===== config.mk =====
export PLATFORM = sky130hd
export DESIGN_NAME = console_io_unit
export DESIGN_NICKNAME = d
export VERILOG_FILES = /design/src/rtl/console_io_pkg.sv /design/src/rtl/console_addr_decode.sv /design/src/rtl/console_kbd_port.sv /design/src/rtl/console_disp_port.sv /design/src/rtl/console_io_unit.sv
export SDC_FILE = /design/constraint.sdc
export NUM_CORES = 1
export LEC_CHECK = 0
export BUFFER_PORTS_ARGS = -buffer_cell sky130_fd_sc_hd__buf_2
export CORE_UTILIZATION = 39
export CTS_CLUSTER_DIAMETER = 200
export DETAILED_ROUTE_END_ITERATION = 6
export MAX_ROUTING_LAYER = met4
export PLACE_DENSITY = 0.83
export SETUP_SLACK_MARGIN = 0.15
export SYNTH_ARGS = -nofsm -noshare
export SYNTH_HDL_FRONTEND = slang
export SYNTH_SLANG_ARGS = --single-unit

===== constraint.sdc =====
create_clock -name clk -period 1.5 [get_ports clk]
set_input_delay 0.075 -clock clk [delete_from_list [all_inputs] [get_ports clk]]
set_output_delay 0.075 -clock clk [all_outputs]
set_load 0.1 [all_outputs]

===== src/rtl/console_io_pkg.sv =====
`timescale 1ns/1ps
package console_io_pkg;
  typedef enum logic [2:0] {
    SEL_NONE,
    SEL_KSTAT,
    SEL_KDATA,
    SEL_DSTAT,
    SEL_DDATA
  } reg_sel_e;

  localparam int WIN_LSB = 3;
  localparam logic [2:0] OFS_KSTAT = 3'd0;
  localparam logic [2:0] OFS_KDATA = 3'd2;
  localparam logic [2:0] OFS_DSTAT = 3'd4;
  localparam logic [2:0] OFS_DDATA = 3'd6;
endpackage


===== src/rtl/console_addr_decode.sv =====
`timescale 1ns/1ps
module console_addr_decode
  import console_io_pkg::*;
#(
  parameter int ADDR_W = 16,
  parameter logic [ADDR_W-1:0] BASE = 16'hFE00
) (
  input  logic [ADDR_W-1:0] addr,
  output reg_sel_e          sel
);
  localparam logic [ADDR_W-WIN_LSB-1:0] WIN_TAG = BASE[ADDR_W-1:WIN_LSB];

  always_comb begin
    sel = SEL_NONE;
    if (addr[ADDR_W-1:WIN_LSB] == WIN_TAG) begin
      case (addr[WIN_LSB-1:0])
        OFS_KSTAT: sel = SEL_KSTAT;
        OFS_KDATA: sel = SEL_KDATA;
        OFS_DSTAT: sel = SEL_DSTAT;
        OFS_DDATA: sel = SEL_DDATA;
        default:   sel = SEL_NONE;
      endcase
    end
  end
endmodule


===== src/rtl/console_kbd_port.sv =====
`timescale 1ns/1ps
module console_kbd_port #(
  parameter int CHAR_W = 8
) (
  input  logic              clk,
  input  logic              rst,
  input  logic              key_valid,
  input  logic [CHAR_W-1:0] key_code,
  input  logic              take,
  output logic              full,
  output logic [CHAR_W-1:0] data
);
  // A new key always wins over a consuming read in the same cycle.
  always_ff @(posedge clk) begin
    if (rst) begin
      full <= 1'b0;
      data <= '0;
    end else if (key_valid) begin
      full <= 1'b1;
      data <= key_code;
    end else if (take) begin
      full <= 1'b0;
    end
  end
endmodule


===== src/rtl/console_disp_port.sv =====
`timescale 1ns/1ps
module console_disp_port #(
  parameter int CHAR_W = 8
) (
  input  logic              clk,
  input  logic              rst,
  input  logic              load,
  input  logic [CHAR_W-1:0] load_char,
  input  logic              done,
  output logic              ready,
  output logic              out_valid,
  output logic [CHAR_W-1:0] out_char
);
  // A write in the same cycle as done leaves the port busy.
  always_ff @(posedge clk) begin
    if (rst) begin
      ready     <= 1'b1;
      out_valid <= 1'b0;
      out_char  <= '0;
    end else begin
      out_valid <= load;
      if (load) begin
        ready    <= 1'b0;
        out_char <= load_char;
      end else if (done) begin
        ready <= 1'b1;
      end
    end
  end
endmodule


===== src/rtl/console_io_unit.sv =====
`timescale 1ns/1ps
module console_io_unit
  import console_io_pkg::*;
#(
  parameter int ADDR_W = 16,
  parameter int DATA_W = 16,
  parameter int CHAR_W = 8,
  parameter logic [ADDR_W-1:0] BASE = 16'hFE00
) (
  input  logic              clk,
  input  logic              rst,
  input  logic [ADDR_W-1:0] bus_addr,
  input  logic              bus_rd,
  input  logic              bus_wr,
  input  logic [DATA_W-1:0] bus_wdata,
  output logic [DATA_W-1:0] bus_rdata,
  input  logic              kbd_valid,
  input  logic [CHAR_W-1:0] kbd_code,
  output logic              disp_valid,
  output logic [CHAR_W-1:0] disp_char,
  input  logic              disp_done
);
  localparam int PAD_W  = DATA_W - CHAR_W;
  localparam int FLAG_W = DATA_W - 1;

  reg_sel_e          sel;
  logic              kbd_full;
  logic [CHAR_W-1:0] kbd_data;
  logic              dsp_ready;

  console_addr_decode #(.ADDR_W(ADDR_W), .BASE(BASE)) u_dec (
    .addr(bus_addr),
    .sel (sel)
  );

  console_kbd_port #(.CHAR_W(CHAR_W)) u_kbd (
    .clk      (clk),
    .rst      (rst),
    .key_valid(kbd_valid),
    .key_code (kbd_code),
    .take     (bus_rd && (sel == SEL_KDATA)),
    .full     (kbd_full),
    .data     (kbd_data)
  );

  console_disp_port #(.CHAR_W(CHAR_W)) u_dsp (
    .clk      (clk),
    .rst      (rst),
    .load     (bus_wr && (sel == SEL_DDATA)),
    .load_char(bus_wdata[CHAR_W-1:0]),
    .done     (disp_done),
    .ready    (dsp_ready),
    .out_valid(disp_valid),
    .out_char (disp_char)
  );

  always_comb begin
    bus_rdata = '0;
    if (bus_rd) begin
      case (sel)
        SEL_KSTAT: bus_rdata = {kbd_full, {FLAG_W{1'b0}}};
        SEL_KDATA: bus_rdata = {{PAD_W{1'b0}}, kbd_data};
        SEL_DSTAT: bus_rdata = {dsp_ready, {FLAG_W{1'b0}}};
        SEL_DDATA: bus_rdata = {{PAD_W{1'b0}}, disp_char};
        default:   bus_rdata = '0;
      endcase
    end
  end
endmodule


==> run summary <==
number of distinct library cells after synthesis -> 25
hpwl dp -> 2.13 mm
Avg Inst Size Synth -> 9.22 um^2
arrival time at the worst endpoint -> 1390 ps
Post-synth ARST share -> 0%
final worst-path cycle share -> 97.8%
CTS tree -> done
clk buf depth -> 2
Worst Skew -> 0 ps
Post-CTS Hold Fix Bufs -> 0
P per Cell Area -> 634 mW/mm^2
worst path bufs/invs -> 3
first-pass GRT wire length -> 4.31 mm
vias in the first global route -> 960
Cells after Synth -> 103
cell mode on critical path -> buf_6
Slowest-stage cell, CP -> nor4_4
root buffer cell -> clkbuf_4
max layer used -> met4
vias -> 1013
Routed met2 length -> 1.45 mm
clock latency on the worst-skew pair -> 290 ps
met3 WL -> 211 um
area grow syn2layout -> 62.8%
EDFF count, synth -> 0
GPL Wtd Cong -> 0.799
Max Clk Rate -> 681 MHz
Pre-Repair DR Iteration Count -> 4
WP data required -> 1420 ps
status -> finished, final reports clean
post-route ant nets -> 0
Final setup viols -> 0
Die Span X -> 51.3 um
top cell type's share of synthesized area -> 40.1%
Yosys reg bits -> 19
worst hold path type -> in -> reg
synth cell count leaders -> dfxtp_1 (19), mux2i_1 (10), nand3_1 (10), nor2_1 (10)
largest net degree at the start of global routing -> 20
most frequent cell after synthesis -> dfxtp_1
number of DRC markers in iteration 0 -> 25
final core occ -> 68.6%
crit path max fanout -> 4
max-cap viol count -> 0
# fillers -> 174
P_leak -> 0.748 nW
clock slew at reported path FFs -> 110 ps
cell taking the most area after synthesis -> dfxtp_1
CP Launch Type -> primary input
Initial Utilization -> 42.1%
crit path capture type -> output pin
die area -> 0.00264 mm^2
wl on met1 -> 1.13 mm
Rows -> 17
CP Class -> in -> out
global route total overflow -> 0
I/O pins -> 71
Die H -> 51.3 um
RSZ-0062 raised after global routing -> true
area of the mapped netlist -> 950 um^2
Crit path max-delay family -> simple AND/OR/NAND/NOR gates
Area after DPL -> 0.00146 mm^2
Num CTS Buffers -> 3
routed wire length -> 2.81 mm
post-layout minimum cycle time -> 1470 ps
# diodes -> 0
Final #Nets -> 210
CTS H-tree depth -> 1
Post-Layout Inst Area -> 0.00155 mm^2
Power, Total -> 0.980 mW
cell breakdown of the critical path -> buf_6 > nor4_4 > nand4_4 > nor3_4 > buf_6 > a22o_4 > buf_12
Slew Limit Fails -> 0
Avg Vias per Cell -> 5.30
port buffer count -> 55
Worst path max stage delay -> 330 ps
clock sinks -> 19
total track usage -> 23.0%
DRC -> 0
Area contributors post-synth -> dfxtp_1 (40%), mux2i_1 (11%), a22o_1 (6.5%)
Avg WL per Cell -> 14.7 um
Setup TNS -> 0 ps
Peak VDD IR -> 0.422 mV
share of layout cells above drive strength 1 -> 54.6%
register area share after synthesis -> 40.1%
final hold viol count -> 0
initial antenna violation count -> 0
Placeable Area -> 0.00225 mm^2
Ys Warns -> 0
leading register cell type out of synthesis -> dfxtp_1
power by group:
| part | total (mW) | internal [mW] | switching [mW] |
|---|---|---|---|
| clock network | 0.257 | 0.0992 | 0.157 |
| logic | 0.194 | 0.0590 | 0.135 |
| registers | 0.529 | 0.519 | 0.0101 |
| total | 0.980 | 0.677 | 0.303 |
per-stage QoR:
| step | cells | hold slack [ps] | setup WS, ps |
|---|---|---|---|
| final | 191 | 13.3 | 32.3 |
| after global routing | 191 | 7.45 | -13.0 |
| after CTS | 189 | 15.7 | 4.19 |
| after detailed placement | 183 | 326 | -46.5 |
| after global placement | 183 | 307 | 11.9 |
| after floorplan | 109 | 213 | -370 |
cell type report:
class | instances | area [um^2] | share of cell area [%]
Multi-Input combinational cell | 76 | 588 | 38.0
Timing Repair Buffer | 64 | 505 | 32.7
Sequential cell | 19 | 390 | 25.2
Tap cell | 28 | 35.0 | 2.27
Clock buffer | 3 | 22.5 | 1.46
Clock inverter | 1 | 5.00 | 0.324
flip-flops by register name (all words and copies together), names as in the netlist:
name	cells
u_kbd.full	1
u_dsp.ready	1
u_kbd.data	8
u_dsp.out_valid	1
u_dsp.out_char	8
cell families after synthesis:
logic type	count (synthesis)	synth area share [%]
DFF	19	40.1
buffers and inverters	14	8.96
other	1	0.395
AOI/OAI and AO/OA	24	15.5
and+or+nand+nor	35	24.5
muxes	10	10.5
worst paths after layout:
path | from | endpoint | slack (ps) | cells past startpoint
setup / recovery | bus_addr[4] | bus_rdata[6] | 30 | 7
hold / removal | kbd_code[1] | u_kbd.data[1]$_SDFFE_PP0P_ | 10 | 3
setup reg to reg | u_dsp.out_char[6]$_SDFFE_PP0P_ | u_dsp.out_char[6]$_SDFFE_PP0P_ | 750 | 2
hold reg to reg | u_kbd.full$_SDFFE_PP0P_ | u_kbd.full$_SDFFE_PP0P_ | 490 | 2
repair_timing:
item / in CTS / in global routing
pin swaps: 7 / 4
setup buffers: 2 / 2
gates resized for setup: 4 / 2
endpoints found under the setup margin: 9 / 9
routing by layer:
metal,up-vias,track usage (%)
met5,-,-
met4,0,6.76
li1,485,-
met1,475,25.1
met2,51,42.3
met3,2,4.17
worst reg2reg max path, delay by kind of cell, from the launching register on:
family / cells / cell delay [ps]
flops: 1 / 380
compound gates: 2 / 300
cells in the final DEF, fill, tap and decap left out, types with 2 or more instances in the layout:
| cell type | n |
|---|---|
| clkbuf_4 | 3 |
| o21ai_0 | 8 |
| mux2i_1 | 10 |
| a22o_4 | 7 |
| nor2_1 | 10 |
| a21oi_1 | 8 |
| nor3_4 | 2 |
| dfxtp_2 | 8 |
| dfxtp_1 | 11 |
| nor3_1 | 2 |
| nand3_1 | 10 |
| and4_1 | 2 |
| buf_2 | 44 |
| conb_1 | 7 |
| buf_6 | 6 |
| buf_4 | 5 |
| buf_12 | 9 |
Power figures use the tool's default switching activity.
